==> src/rtl/spi_eng_pkg.sv <==
package spi_eng_pkg;

    localparam int REG_CNT  = 8;
    localparam int REG_AW   = $clog2(REG_CNT);
    localparam int OFS_OP   = 0;
    localparam int OFS_MODE = 1;
    localparam int OFS_ADH  = 2;
    localparam int OFS_ADL  = 3;
    localparam int OFS_DAT  = 4;

    typedef logic [7:0] byte_t;

    typedef struct packed {
        logic       ok;
        logic       addr;
        logic       dummy;
        logic [2:0] n_wr;
        logic [2:0] n_rd;
    } frame_t;

    typedef enum logic [1:0] {SQ_IDLE, SQ_LOAD, SQ_WAIT, SQ_END} sq_state_e;

    function automatic frame_t frame_decode(input logic [3:0] ty);
        frame_t f;
        f = '0;
        case (ty)
            4'h1: f.ok = 1'b1;
            4'h2: begin f.ok = 1'b1; f.n_wr = 3'd1; end
            4'h3: begin f.ok = 1'b1; f.n_rd = 3'd2; end
            4'h4: begin f.ok = 1'b1; f.addr = 1'b1; end
            4'h5: begin f.ok = 1'b1; f.addr = 1'b1; f.n_wr = 3'd1; end
            4'h6: begin f.ok = 1'b1; f.addr = 1'b1; f.n_wr = 3'd4; end
            4'h7: begin f.ok = 1'b1; f.addr = 1'b1; f.dummy = 1'b1; f.n_rd = 3'd4; end
            4'h8, 4'h9, 4'hA, 4'hB: begin
                f.ok   = 1'b1;
                f.addr = 1'b1;
                f.n_rd = 3'(ty - 4'd7);
            end
            default: f = '0;
        endcase
        return f;
    endfunction

endpackage

==> src/rtl/spi_eng_regs.sv <==
module spi_eng_regs
    import spi_eng_pkg::*;
(
    input  logic                      clk,
    input  logic                      rst,
    input  logic                      host_we,
    input  logic [REG_AW-1:0]         host_addr,
    input  byte_t                     host_wdata,
    input  logic                      busy,
    input  logic                      cap_we,
    input  logic [1:0]                cap_slot,
    input  byte_t                     cap_data,
    output byte_t                     host_rdata,
    output byte_t [REG_CNT-1:0]       regs,
    output logic                      launch
);
    byte_t [REG_CNT-1:0] regs_q;
    logic                host_ok;
    logic [REG_AW-1:0]   cap_idx;

    assign host_ok = host_we && !busy;
    assign cap_idx = REG_AW'(OFS_DAT) + REG_AW'(cap_slot);

    always_ff @(posedge clk) begin
        if (rst) begin
            regs_q <= '0;
        end else begin
            if (host_ok)
                regs_q[host_addr] <= host_wdata;
            if (cap_we)
                regs_q[cap_idx] <= cap_data;
        end
    end

    assign launch     = host_ok && (host_addr == REG_AW'(OFS_MODE))
                        && frame_decode(host_wdata[7:4]).ok;
    assign host_rdata = regs_q[host_addr];
    assign regs       = regs_q;
endmodule

==> src/rtl/spi_eng_shift.sv <==
module spi_eng_shift #(
    parameter int CLK_DIV = 4
) (
    input  logic       clk,
    input  logic       rst,
    input  logic       start,
    input  logic [7:0] tx_byte,
    input  logic       miso,
    output logic       sclk,
    output logic       mosi,
    output logic       done,
    output logic [7:0] rx_byte
);
    localparam int HALF = CLK_DIV / 2;
    localparam int CW   = (HALF > 1) ? $clog2(HALF) : 1;

    logic          active;
    logic [7:0]    sh_q;
    logic [7:0]    rx_q;
    logic [2:0]    bit_q;
    logic [CW-1:0] cnt_q;

    always_ff @(posedge clk) begin
        if (rst) begin
            active <= 1'b0;
            sh_q   <= '0;
            rx_q   <= '0;
            bit_q  <= '0;
            cnt_q  <= '0;
            sclk   <= 1'b0;
            done   <= 1'b0;
        end else begin
            done <= 1'b0;
            if (start) begin
                active <= 1'b1;
                sh_q   <= tx_byte;
                bit_q  <= '0;
                cnt_q  <= '0;
                sclk   <= 1'b0;
            end else if (active) begin
                if (cnt_q == CW'(HALF - 1)) begin
                    cnt_q <= '0;
                    if (!sclk) begin
                        sclk <= 1'b1;
                        rx_q <= {rx_q[6:0], miso};
                    end else begin
                        sclk <= 1'b0;
                        if (bit_q == 3'd7) begin
                            active <= 1'b0;
                            done   <= 1'b1;
                        end else begin
                            bit_q <= bit_q + 3'd1;
                            sh_q  <= {sh_q[6:0], 1'b0};
                        end
                    end
                end else begin
                    cnt_q <= cnt_q + CW'(1);
                end
            end
        end
    end

    assign mosi    = active && sh_q[7];
    assign rx_byte = rx_q;
endmodule

==> src/rtl/spi_eng_seq.sv <==
module spi_eng_seq
    import spi_eng_pkg::*;
(
    input  logic                clk,
    input  logic                rst,
    input  logic                launch,
    input  byte_t [REG_CNT-1:0] regs,
    input  logic                sh_done,
    input  byte_t               sh_rx,
    output logic                sh_start,
    output byte_t               sh_tx,
    output logic                cs_n,
    output logic                busy,
    output logic                cap_we,
    output logic [1:0]          cap_slot,
    output byte_t               cap_data
);
    sq_state_e  state_q;
    logic [3:0] idx_q;
    frame_t     fr;
    byte_t      mode;
    logic [3:0] hdr, last, off, n_wr4;
    byte_t      tx;
    logic       is_rd;
    logic [1:0] slot;

    assign mode  = regs[OFS_MODE];
    assign fr    = frame_decode(mode[7:4]);
    assign n_wr4 = {1'b0, fr.n_wr};
    assign hdr   = 4'd1 + (fr.addr ? 4'd3 : 4'd0) + {3'b0, fr.dummy};
    assign last  = hdr + n_wr4 + {1'b0, fr.n_rd} - 4'd1;
    assign off   = idx_q - hdr;

    always_comb begin
        tx    = 8'h00;
        is_rd = 1'b0;
        slot  = 2'd0;
        if (idx_q == 4'd0) begin
            tx = regs[OFS_OP];
        end else if (fr.addr && idx_q <= 4'd3) begin
            case (idx_q)
                4'd1:    tx = {4'h0, mode[3:0]};
                4'd2:    tx = regs[OFS_ADH];
                default: tx = regs[OFS_ADL];
            endcase
        end else if (idx_q < hdr) begin
            tx = 8'h00;
        end else if (off < n_wr4) begin
            tx = regs[OFS_DAT + int'(off[1:0])];
        end else begin
            is_rd = 1'b1;
            slot  = 2'(off - n_wr4);
        end
    end

    always_ff @(posedge clk) begin
        if (rst) begin
            state_q <= SQ_IDLE;
            idx_q   <= '0;
            cs_n    <= 1'b1;
        end else begin
            case (state_q)
                SQ_IDLE: if (launch) begin
                    state_q <= SQ_LOAD;
                    idx_q   <= '0;
                    cs_n    <= 1'b0;
                end
                SQ_LOAD: state_q <= SQ_WAIT;
                SQ_WAIT: if (sh_done) begin
                    if (idx_q == last) begin
                        state_q <= SQ_END;
                    end else begin
                        idx_q   <= idx_q + 4'd1;
                        state_q <= SQ_LOAD;
                    end
                end
                default: begin
                    cs_n    <= 1'b1;
                    state_q <= SQ_IDLE;
                end
            endcase
        end
    end

    assign sh_start = (state_q == SQ_LOAD);
    assign sh_tx    = tx;
    assign busy     = (state_q != SQ_IDLE);
    assign cap_we   = (state_q == SQ_WAIT) && sh_done && is_rd;
    assign cap_slot = slot;
    assign cap_data = sh_rx;
endmodule

==> src/rtl/spi_cmd_engine.sv <==
module spi_cmd_engine
    import spi_eng_pkg::*;
#(
    parameter int CLK_DIV = 4
) (
    input  logic        clk,
    input  logic        rst,
    input  logic        host_we,
    input  logic [2:0]  host_addr,
    input  logic [7:0]  host_wdata,
    output logic [7:0]  host_rdata,
    output logic        busy,
    output logic        spi_cs_n,
    output logic        spi_sclk,
    output logic        spi_mosi,
    input  logic        spi_miso
);
    byte_t [REG_CNT-1:0] regs;
    logic                launch, cap_we, sh_start, sh_done, sclk_raw, mosi_raw;
    logic [1:0]          cap_slot;
    byte_t               cap_data, sh_tx, sh_rx;

    spi_eng_regs u_regs (
        .clk        (clk),
        .rst        (rst),
        .host_we    (host_we),
        .host_addr  (host_addr),
        .host_wdata (host_wdata),
        .busy       (busy),
        .cap_we     (cap_we),
        .cap_slot   (cap_slot),
        .cap_data   (cap_data),
        .host_rdata (host_rdata),
        .regs       (regs),
        .launch     (launch)
    );

    spi_eng_seq u_seq (
        .clk      (clk),
        .rst      (rst),
        .launch   (launch),
        .regs     (regs),
        .sh_done  (sh_done),
        .sh_rx    (sh_rx),
        .sh_start (sh_start),
        .sh_tx    (sh_tx),
        .cs_n     (spi_cs_n),
        .busy     (busy),
        .cap_we   (cap_we),
        .cap_slot (cap_slot),
        .cap_data (cap_data)
    );

    spi_eng_shift #(.CLK_DIV(CLK_DIV)) u_shift (
        .clk     (clk),
        .rst     (rst),
        .start   (sh_start),
        .tx_byte (sh_tx),
        .miso    (spi_miso),
        .sclk    (sclk_raw),
        .mosi    (mosi_raw),
        .done    (sh_done),
        .rx_byte (sh_rx)
    );

    assign spi_sclk = sclk_raw && !spi_cs_n;
    assign spi_mosi = mosi_raw && !spi_cs_n;
endmodule

==> config.mk <==
export PLATFORM = sky130hd
export DESIGN_NAME = spi_cmd_engine
export DESIGN_NICKNAME = d
export VERILOG_FILES = /design/src/rtl/spi_eng_pkg.sv /design/src/rtl/spi_eng_regs.sv /design/src/rtl/spi_eng_shift.sv /design/src/rtl/spi_eng_seq.sv /design/src/rtl/spi_cmd_engine.sv
export SDC_FILE = /design/constraint.sdc
export NUM_CORES = 1
export LEC_CHECK = 0
export BUFFER_PORTS_ARGS = -buffer_cell sky130_fd_sc_hd__buf_2
export CORE_MARGIN = 2
export CORE_UTILIZATION = 55
export CTS_BUF_LIST = sky130_fd_sc_hd__clkbuf_4 sky130_fd_sc_hd__clkbuf_8 sky130_fd_sc_hd__clkbuf_16
export DETAILED_ROUTE_END_ITERATION = 8
export PLACE_DENSITY_LB_ADDON = 0.15
export SKIP_CTS_REPAIR_TIMING = 1
export SLEW_MARGIN = 10
export SYNTH_ARGS = -nofsm -noshare
export SYNTH_HDL_FRONTEND = slang
export SYNTH_SLANG_ARGS = --single-unit
==> constraint.sdc <==
create_clock -name clk -period 4.03 [get_ports clk]
set_input_delay 0.806 -clock clk [delete_from_list [all_inputs] [get_ports clk]]
set_output_delay 0.806 -clock clk [all_outputs]
set_load 0.01 [all_outputs]
-- Word-level counts from Yosys, hierarchy flattened
Cells that the tools add are included.
- bits in read-only memories: 0
- memories: 0
- bits in latches: 0
- bits of input ports: 15
- flip-flop bits (word level): 94
- RAM bits: 0
- magnitude comparators: 8
- mux-type cells: 56
- bitwise logic cells: 6
- divide/modulo/power cells: 0
- add/subtract/negate cells: 13
- eq/ne operators: 32
- shift-type cells: 0
- $mul: 0
- reductions and logical operators: 34
- operator list (operator ; count):
    $mux 64 ; 3
    $bwmux 64 ; 2
    $mux 8 ; 14
    $bmux 8 s3 ; 2
    $demux 8 s3 ; 2
    $eq 4x3->1 const B ; 8
    $eq 4x4->1 const B ; 8
    $lt 32x5->1 const B ; 1
    $eq 4x2->1 const B ; 5
    $mux 1 ; 16
    $mux 2 ; 8
    $pmux 8 s2 ; 1
    $reduce_and 4->1 ; 4
    $mux 4 ; 3
    $logic_and 1x1->1 ; 11
    $reduce_or 11->1 ; 1
    $reduce_bool 2->1 ; 5
    $pmux 3 s3 ; 1
    $add 4x3->4 ; 2
    $eq 4x1->1 const B ; 2
    $lt 3x4->1 const B ; 2
    $pmux 4 s2 ; 1
    $reduce_or 8->1 ; 1
    $ge 3x1->1 const B ; 2
    32 further kinds ; 44

-- Depth between registers and ports, before layout
Gate-level depths: netlist (run 1).
- word-level depth: 19
- depth in mapped cells: 18

-- Modules after synthesis
A second synthesis (run 1) with hierarchy kept.
- cell total of the unflattened synthesis: 701
- area, all modules: 6049.6 um2
- modules (own cells, without submodules) (module ; area an instance (um2) ; seq. area each (um2) ; cells an instance ; instances):
    spi_eng_regs ; 3398.3 ; 1281.2 ; 411 ; 1
    spi_eng_seq ; 1626.6 ; 140.1 ; 188 ; 1
    spi_eng_shift ; 1012.2 ; 460.4 ; 100 ; 1
    spi_cmd_engine ; 12.5 ; 0.0 ; 2 ; 1

-- Worst setup path after synthesis (run 1)
OpenSTA, ideal clock, no wires.
- path kind: register to register
- start point: register (tool-made name)
- end point: register u_regs.regs_q, in the netlist u_regs.regs[56]
- slack: -185 ps
- data required time: 3909 ps
- stages on the path, launching flop included: 16
- arrival time: 4094 ps
- period minus slack after synthesis: 4215 ps
- path through: dfxtp_1 > inv_1 > ha_1 > or4_1 > clkbuf_2 > nand2_1 > ha_1 > ha_1 > inv_1 > fa_1 > clkbuf_1 > inv_1 > ha_1 > or3_1 > nor3_2 > mux2_2
- RTL lines (what ; RTL line ; text):
    end signal, assigned by index ; spi_eng_regs.sv:29 ; regs_q[host_addr] <= host_wdata;
    end signal, assigned by index ; spi_eng_regs.sv:31 ; regs_q[cap_idx] <= cap_data;
    end, declared ; spi_eng_regs.sv:17 ; byte_t [REG_CNT-1:0] regs_q;

==> results of run 1 <==
[metrics by stage]
step / instance area, um^2 / setup slack [ns] / hold slack [ns] / util [%]
3_3_place_gp: 6073 / 0.1607 / 0.4454 / 59.09
2_1_floorplan: 5817 / 0.01823 / 0.4318 / -
5_1_grt: 6390 / 0.04219 / 0.4988 / 62.17
3_5_place_dp: 6073 / 0.01204 / 0.4439 / 59.09
6_report: 6390 / 0.2201 / 0.4575 / 62.17
4_1_cts: 6326 / 0.006896 / 0.4579 / 61.55
[synth_stat cells (4+ instances only)]
library cell,count,area share [%]
dfxtp_1,94,32
o221a_2,4,0.77
o21ai_0,11,0.95
mux4_2,14,5.4
o21ba_2,4,0.69
clkbuf_1,34,2.2
nor2b_1,15,1.6
a22oi_1,7,0.90
nor3b_1,11,1.4
mux2i_1,64,11
nor2_1,102,6.6
nor3_1,6,0.52
mux2_2,36,7.0
a21oi_1,36,3.1
ha_1,26,5.6
nand2_1,50,3.2
o221ai_1,4,0.60
nand3_1,13,1.1
nand2b_1,6,0.65
xor2_1,4,0.60
inv_1,23,1.5
and3_1,5,0.54
o21a_1,5,0.65
buf_1,4,0.26
xnor2_1,7,1.1
[critical path, stage by stage, from the launching register on]
cell and delay (ns):
dfxtp_2 0.36, inv_1 0.08, ha_2 0.18, or4_4 0.53, nand2_2 0.08, ha_1 0.15, inv_2 0.06, ha_1 0.27
inv_1 0.04, ha_1 0.29, ha_1 0.19, inv_1 0.07, fa_1 0.42, xor2_1 0.15, nand4_1 0.19, o2bb2ai_4 0.12
or4_4 0.51, o21ai_1 0.08
[power breakdown]
group,total [mW],switching (mW),internal (mW),leakage (nW)
sequential,1.06,0.0613,0.997,0.762
clock,0.779,0.345,0.434,0.124
combinational,0.486,0.271,0.215,1.63
total,2.32,0.677,1.65,2.52
[layer usage]
layer | up-vias | global-route usage, % | wire [um]
met4 | 0 | 6.308 | 208
met1 | 2297 | 36.78 | 6741
met5 | - | 0 | 0
li1 | 2318 | - | -
met3 | 17 | 3.891 | 788
met2 | 129 | 45.72 | 7197
[cell type report]
type                       count  area [um^2]  area share, %
inverter                      23        86.33          1.351
multi-input combinational    489         3729          58.35
tap                          136        170.2          2.663
clock inverter                 6        115.1          1.801
clock buffer                  10        137.6          2.154
timing repair buffer          44        265.3          4.151
sequential                    94         1887          29.53
[worst max path at each step]
stage / from / end / slack [ns]
after global routing: register / u_seq.idx_q[3] / 0.04
after floorplan: register / u_regs.regs[56] / 0.02
after detailed placement: register / u_seq.idx_q[3] / 0.01
final: register / u_seq.idx_q[3] / 0.22
after CTS: register / u_seq.idx_q[3] / 0.007
after global placement: register / u_seq.idx_q[1] / 0.16
[kinds of logic after synthesis]
family / Yosys count / synth area share [%]
multiplexers: 116 / 23.80
AND/OR/NAND/NOR: 230 / 19.19
adder cells (fa/ha/maj): 29 / 6.627
AO/OA/AOI/OAI: 103 / 12.09
flip-flops: 94 / 32.36
buffers and inverters: 65 / 4.281
XOR/XNOR: 11 / 1.657
==> run summary, run 1 <==
Setup TNS: 0 ns
Clock skew: 0.01239 ns
WHS Path Cells: 2
Setup violations, final: 0
Pwr Total: 2.323 mW
Ports: 27
WHS Endpoint: u_shift.rx_byte[7]
Syn avg cell area: 8.975 um^2
Max-cap viol count: 0
Hold_sp: u_shift.rx_byte[7]
Share of cells above drive strength 1: 20.72%
Drt initial violations: 391
Vias/cell: 5.936
Crit. End Element: register
Crit Path Category: reg -> reg
Routed Antenna Nets: 0
CP required: 4.33 ns
Die Ht: 106.8 um
Cell Pwr Density: 363.5 mW/mm^2
Leading cell type in the layout, fill and taps excluded: nor2_1
Antenna violations before repair: 0
Starting density of the core: 56.59%
Grt ovf: 0
# port buffers: 26
Leak Pwr: 2.518 nW
Die width: 106.8 um
Worst VDD drop: 0.0003095 V
Clock H-tree levels: 3
Ys Warns: 0
Critical Path AT: 4.11 ns
Flop2flop setup slack: 0.22 ns
Finished Layout Cells: 802
DP Cell Count: 784
Fillcell total: 941
HPWL after detailed placement: 11,060 um
Tcrit/Tclk final: 94.54%
Clock transition at the registers of the reported paths: 0.10 ns
Synth Instances: 648
Clock Root Buffer: clkbuf_8
Syn nets: 692
# nets final: 705
Normalized max-slew margin: 23.46%
Average wire per standard cell: 18.62 um
ANT cells: 0
Final hold vios: 0
R2r worst-path depth: 17
Total clock sinks: 94
Register bit total from synthesis: 94
Slew @ Worst Pin: 1.139 ns
RSZ-0062 raised after global routing: no
Most frequent cells in the layout: nor2_1 (102), dfxtp_1 (92), mux2i_1 (64)
Via count: 4,761
Crit Reg-Reg Endpoint: u_seq.idx_q[3]
F_max: 262.5 MHz
Status: complete, no violations
# DRC: 0
1st-pass router iterations: 5
Worst-path fanout max: 6
Area grow syn2layout: 9.875%
First-pass GRT wire length: 24,230 um
Drt total wl: 14,940 um
Hold WC Path Type: reg -> reg
Synthesized cell area: 0.005816 mm^2
Rows: 37
EDFF count, synth: 0
Startpoint Class: register
Skew-Pair Late Insertion Delay: 0.36 ns
Global placer's final weighted congestion: 0.8618
Top FF cell, synth: dfxtp_1
Total CTS buffers: 9
Pins over their slew limit: 0
GRT Total Usage: 27.08%
Die ar.: 0.01141 mm^2
CTS tree: yes
Count of different cell masters after synthesis: 59
Number of global-route vias before repair: 4,619
Final Critical Period: 3.810 ns
Max Buffers Root-to-Sink: 2
Synth async-reset ratio: 0%
Core area: 0.01028 mm^2
Register area share after synthesis: 32.36%
Largest net degree at the start of global routing: 89
Note: power is estimated with default switching activity, not from simulation.
==> inputs of run 2 (changes only) <==
--- a/config.mk
+++ b/config.mk
@@ -15,4 +15,5 @@
 export SLEW_MARGIN = 10
 export SYNTH_ARGS = -nofsm -noshare
 export SYNTH_HDL_FRONTEND = slang
+export SYNTH_HIERARCHICAL = 1
 export SYNTH_SLANG_ARGS = --single-unit
==> run summary, run 2 <==
Status: complete, no violations
Leak Pwr: 2.286 nW (-9.2%)
Share of the synthesized area in the top cell type: 31.11% (-1.3 points)
GRT Total Usage: 30.92% (+3.8 points)
Pins over their slew limit: 0 (unchanged)
Final instance area: 0.006391 mm^2 (about the same)
Register area share after synthesis: 31.11% (-1.3 points)
Syn avg cell area: 8.630 um^2 (-3.8%)
Total CTS buffers: 9 (unchanged)
Crit Path Category: reg -> reg
Number of global-route vias before repair: 5,378 (+16%)
ANT cells: 0 (unchanged)
Final hold vios: 0 (unchanged)
Post-synth top area cell: dfxtp_1
Flop2flop setup slack: 0.09 ns (-0.13 ns)
# DRC: 0 (unchanged)
Starting density of the core: 56.05% (-0.53 points)
Clock Root Buffer: clkbuf_8
Setup violations, final: 0 (unchanged)
Routed Antenna Nets: 0 (unchanged)
EDFF count, synth: 0 (unchanged)
Synthesized cell area: 0.006050 mm^2 (+4.0%)
Max Buffers Root-to-Sink: 2 (unchanged)
WHS Path Cells: 2 (unchanged)
Cell Pwr Density: 377.5 mW/mm^2 (+3.9%)
Share of cells above drive strength 1: 17.76% (-3.0 points)
Slew @ Worst Pin: 0.9974 ns (-0.1419 ns)
Multi-input gate area: 0.003752 mm^2 (+0.64%)
Final Critical Period: 3.935 ns (+0.1255 ns)
Skew-Pair Late Insertion Delay: 0.39 ns (+0.03 ns)
Synth area leaders: dfxtp_1 (31%), mux4_2 (6.0%), ha_1 (5.4%)
Fin util: 59.22% (-3.0 points)
Placed cell area: 0.006090 mm^2 (+0.27%)
Internal Power: 1.527 mW (-7.2%)
Switch share: 36.73% (+7.6 points)
1st-pass router iterations: 5 (unchanged)
Syn nets: 745 (+7.7%)
Die width: 108.9 um (+1.9%)
Normalized max-slew margin: 33.43% (+10 points)
Leading cell type in the layout, fill and taps excluded: dfxtp_1
Clock H-tree levels: 3 (unchanged)
Top FF cell, synth: dfxtp_1
Leading cell type by number of instances after synthesis: dfxtp_1
Count of different cell masters after synthesis: 69 (+17%)
Worst VDD drop: 0.0003653 V (+18%)
Largest net degree at the start of global routing: 48 (-46%)
Grt ovf: 0 (unchanged)
# port buffers: 26 (unchanged)
Clock share of power: 25.3% (-8.2 points)
Finished Layout Cells: 827 (+3.1%)
Commonest cells in the netlist: dfxtp_1 (94), o21ai_0 (65), nand3_1 (60)
Synth Instances: 701 (+8.2%)
Global placer's final weighted congestion: 0.8881 (+3.1%)
Die ar.: 0.01185 mm^2 (+3.9%)
Drt initial violations: 635 (+62%)
Area grow syn2layout: 5.646%
CTS tree: yes
Crit Reg-Reg Endpoint: u_shift/sh_q[2]
Average wire per standard cell: 21.54 um (+16%)
Hold WC Path Type: reg -> reg
P_sw: 0.8863 mW (+31%)
Die Ht: 108.9 um (+1.9%)
Antenna violations before repair: 0 (unchanged)
Hold_sp: u_shift/sh_q[0]
Clock skew: 0.009100 ns (-0.003285 ns)
Vias/cell: 6.738 (+13%)
CP required: 4.32 ns (about the same)
# nets final: 726 (+3.0%)
First-pass GRT wire length: 28,100 um (+16%)
Core area: 0.01079 mm^2 (+5.0%)
Startpoint Class: register
Rows: 38 (+2.7%)
Tcrit/Tclk final: 97.65% (+3.1 points)
Clock transition at the registers of the reported paths: 0.09 ns (about the same)
Total clock sinks: 94 (unchanged)
Setup TNS: 0 ns (unchanged)
Synth async-reset ratio: 0% (unchanged)
Register Area: 0.001883 mm^2 (-0.20%)
Flop pwr share: 43.8% (-1.8 points)
WHS Endpoint: u_shift/sh_q[0]
Ports: 27 (unchanged)
Ys Warns: 6 (+6)
HPWL after detailed placement: 11,750 um (+6.2%)
Fillcell total: 991 (+5.3%)
Via count: 5,572 (+17%)
Gate power share: 30.9% (+10 points)
Crit. End Element: register
Register bit total from synthesis: 94 (unchanged)
Critical Path AT: 4.22 ns (+0.11 ns)
DP Cell Count: 808 (+3.1%)
Drt total wl: 17,810 um (+19%)
Worst-path fanout max: 8 (+2)
F_max: 254.1 MHz (-3.2%)
Most frequent cells in the layout: dfxtp_1 (93), o21ai_0 (65), nand3_1 (60)
R2r worst-path depth: 13 (-4)
Max-cap viol count: 0 (unchanged)
[run 2: cell types whose count changed after synthesis, moves of 31 or more]
cell | before | now
mux2_2 | 36 | 5
nand3_1 | 13 | 60
a311oi_1 | 0 | 33
nor2_1 | 102 | 59
o21ai_0 | 11 | 65
nand2_1 | 50 | 18
mux2i_1 | 64 | 15
[run 2: final cells by class]
type,instances,share of cell area [%]
clock inverters,5,0.5286
inverters,24,1.410
multi-input cells,505,58.71
well taps,140,2.741
clock buffers,11,2.271
repair buffers,48,4.875
flip-flops and latches,94,29.46
[run 2: worst max-delay path by stage]
stage / from / to / slack (ns) / cells after the start
global placement: register / u_regs/regs[34] / -0.001 / 14
CTS: register / u_regs/regs[33] / -0.21 / 14
detailed placement: register / u_regs/regs[33] / -0.20 / 14
global route: register / u_shift/sh_q[2] / -0.006 / 14
floorplan: register / u_regs/regs[34] / 0.12 / 16
finish: register / u_shift/sh_q[2] / 0.09 / 13
[run 2: worst max-delay path, stage by stage (launching register included)]
cell and delay (ns):
dfxtp_1 0.37, ha_1 0.27, and2_1 0.17, ha_1 0.32, ha_1 0.23, fa_2 0.37
xnor2_1 0.14, ha_1 0.28, nand2b_1 0.11, or4b_4 0.52, o22ai_4 0.38, a221o_1 0.32
nor2b_1 0.09, a2111oi_2 0.27
[run 2: power by group through the flow]
stage | logic, mW | clock network, mW | registers, mW
6_report | 0.746 | 0.610 | 1.06
5_1_grt | 0.815 | 0.655 | 1.07
4_1_cts | 0.720 | 0.618 | 1.06
3_5_place_dp | 0.718 | 0 | 1.08
3_3_place_gp | 0.698 | 0 | 1.07
2_1_floorplan | 0.580 | 0 | 1.05
[run 2: cell families (layout without fill, tap and decap cells)]
family	count (synthesis)	count (layout)	share of synthesized area, %
xor gates and xnor gates	13	13	1.882
adders and majority gates	29	29	6.370
AOI/OAI and AO/OA	197	197	22.05
DFF	94	94	31.11
buffers and inverters	103	88	8.562
muxes	36	36	9.369
and+or+nand+nor	229	230	20.66
[run 2: layer usage]
| metal | GRT usage [%] | vias to the layer above | wire length [um] |
|---|---|---|---|
| li1 | - | 2563 | - |
| met1 | 39.39 | 2679 | 7192 |
| met2 | 51.24 | 277 | 8593 |
| met3 | 5.499 | 53 | 1421 |
| met4 | 13.55 | 0 | 605 |
| met5 | 0 | - | 0 |
[run 2: through the flow]
stage | total power [mW] | hold slack (ns) | setup slack (ns)
after floorplan | 1.634 | 0.4616 | 0.1162
after global placement | 1.771 | 0.4789 | -0.001392
after detailed placement | 1.796 | 0.4838 | -0.1961
after CTS | 2.394 | 0.4997 | -0.2113
after global routing | 2.536 | 0.5356 | -0.006500
final | 2.413 | 0.5036 | 0.09464
==> inputs of run 3 (changes only) <==
--- a/config.mk
+++ b/config.mk
@@ -6,6 +6,7 @@
 export NUM_CORES = 1
 export LEC_CHECK = 0
 export BUFFER_PORTS_ARGS = -buffer_cell sky130_fd_sc_hd__buf_2
+export CORE_ASPECT_RATIO = 0.75
 export CORE_MARGIN = 2
 export CORE_UTILIZATION = 55
 export CTS_BUF_LIST = sky130_fd_sc_hd__clkbuf_4 sky130_fd_sc_hd__clkbuf_8 sky130_fd_sc_hd__clkbuf_16
==> run summary, run 3 (same netlist as run 2, synthesis figures left out) <==
R2r worst-path depth: 14 (+1)
Number of global-route vias before repair: 5,222 (-2.9%)
Die width: 125.1 um (+15%)
Antenna violations before repair: 0 (unchanged)
Register Area: 0.001886 mm^2 (+0.13%)
Setup violations, final: 0 (unchanged)
Clock H-tree levels: 3 (unchanged)
Worst VDD drop: 0.0002230 V (-39%)
Largest net degree at the start of global routing: 50 (+4.2%)
Fin util: 59.54% (+0.33 points)
# port buffers: 26 (unchanged)
Die ar.: 0.01186 mm^2 (about the same)
ANT cells: 0 (unchanged)
1st-pass router iterations: 5 (unchanged)
Rows: 33 (-13%)
WHS Path Cells: 2 (unchanged)
F_max: 258.4 MHz (+1.7%)
Total CTS buffers: 9 (unchanged)
Total clock sinks: 94 (unchanged)
First-pass GRT wire length: 27,310 um (-2.8%)
Ports: 27 (unchanged)
Drt initial violations: 566 (-11%)
Average wire per standard cell: 20.80 um (-3.4%)
Routed Antenna Nets: 0 (unchanged)
Clock Root Buffer: clkbuf_16
Leak Pwr: 2.318 nW (+1.4%)
Hold WC Path Type: reg -> reg
Critical Path AT: 4.11 ns (-0.11 ns)
Multi-input gate area: 0.003710 mm^2 (-1.1%)
Pins over their slew limit: 0 (unchanged)
Drt total wl: 17,180 um (-3.6%)
Grt ovf: 0 (unchanged)
Post-place setup slack: -0.1741 ns (+0.02208 ns)
Startpoint Class: register
Slew @ Worst Pin: 1.065 ns (+0.06784 ns)
# DRC: 0 (unchanged)
Vias/cell: 6.746 (+0.12%)
Share of cells above drive strength 1: 17.06% (-0.70 points)
Leading cell type in the layout, fill and taps excluded: dfxtp_1
Area grow syn2layout: 6.474%
HPWL after detailed placement: 11,610 um (-1.2%)
Fillcell total: 958 (-3.3%)
Crit Reg-Reg Endpoint: u_shift/sh_q[1]
Skew-Pair Late Insertion Delay: 0.34 ns (-0.05 ns)
Final Critical Period: 3.869 ns (-0.06590 ns)
CTS tree: yes
CP required: 4.27 ns (-0.05 ns)
Core area: 0.01082 mm^2 (+0.23%)
Worst-path fanout max: 8 (unchanged)
Starting density of the core: 55.92% (-0.13 points)
Tcrit/Tclk final: 96.02% (-1.6 points)
Status: complete, no violations
Setup WS post-layout: 0.1605 ns (+0.06590 ns)
Max-cap viol count: 0 (unchanged)
Cell Pwr Density: 404.4 mW/mm^2 (+7.1%)
Crit Path Category: reg -> reg
Die Ht: 94.83 um (-13%)
Max Buffers Root-to-Sink: 2 (unchanged)
Clock transition at the registers of the reported paths: 0.07 ns (-0.02 ns)
Most frequent cells in the layout: dfxtp_1 (93), o21ai_0 (65), nand3_1 (60)
Crit. End Element: register
Final hold vios: 0 (unchanged)
Clock skew: 0.005706 ns (-0.003394 ns)
Flop2flop setup slack: 0.16 ns (+0.07 ns)
Pwr Total: 2.605 mW (+8.0%)
# nets final: 725 (-0.14%)
Hold_ws: 0.4966 ns (-0.007005 ns)
GRT Total Usage: 28.93% (-2.0 points)
Normalized max-slew margin: 28.83% (-4.6 points)
Via count: 5,572 (unchanged)
Global placer's final weighted congestion: 0.8996 (+1.3%)
run 3: cell types whose count changed in the layout (fill, tap and decap cells not counted), sizes merged:
| cell | previous run | this run |
|---|---|---|
| buf | 48 | 47 |
run 3: routing by layer:
layer  part of all wire (%)  wire length (um)  GRT usage (%)  vias up
met5                      0                 0              0        -
met3                    9.2              1574          7.535       46
met1                     42              7210          36.71     2689
met2                     46              7936          48.19      281
met4                    2.7               456          10.37        0
li1                       -                 -              -     2556
run 3: critical path: stages, from the launching register on:
cell       delay (ns)
dfxtp_4          0.37
inv_1            0.06
ha_1             0.31
inv_2            0.06
ha_1             0.31
ha_1             0.22
fa_2             0.37
xnor2_1          0.14
ha_1             0.27
nand2b_1         0.11
or4b_4           0.51
o22ai_4          0.34
a221o_1          0.34
nor2b_1          0.09
a2111oi_2        0.27
run 3: worst max-delay path by stage:
stage                            to  cells past startpoint  slack, ns
global route        u_regs/regs[39]                     14      -0.01
CTS                 u_regs/regs[32]                     14      -0.18
detailed placement  u_regs/regs[32]                     14      -0.17
floorplan           u_regs/regs[34]                     16       0.12
finish              u_shift/sh_q[1]                     14       0.16
global placement    u_regs/regs[34]                     14       0.02
run 3: stage by stage:
stage                     std cells  cell area (um^2)  setup TNS, ns
after floorplan                 701              6050              0
after global placement          809              6097              0
after detailed placement        809              6097         -1.154
after CTS                       825              6377         -1.127
after global routing            826              6441       -0.02925
final                           826              6441              0
run 3: layout make-up:
type,count,area share [%]
clock buffer,11,3.827
clock inverter,5,0.5245
inverter,24,1.399
multi-input combinational,505,57.60
sequential,94,29.27
tap,140,2.720
timing repair buffer,47,4.662
run 3: where the power goes:
group / internal (mW) / switching (mW) / total, mW
combinational: 0.269 / 0.462 / 0.731
sequential: 0.999 / 0.0590 / 1.06
clock: 0.443 / 0.374 / 0.816
total: 1.71 / 0.895 / 2.60
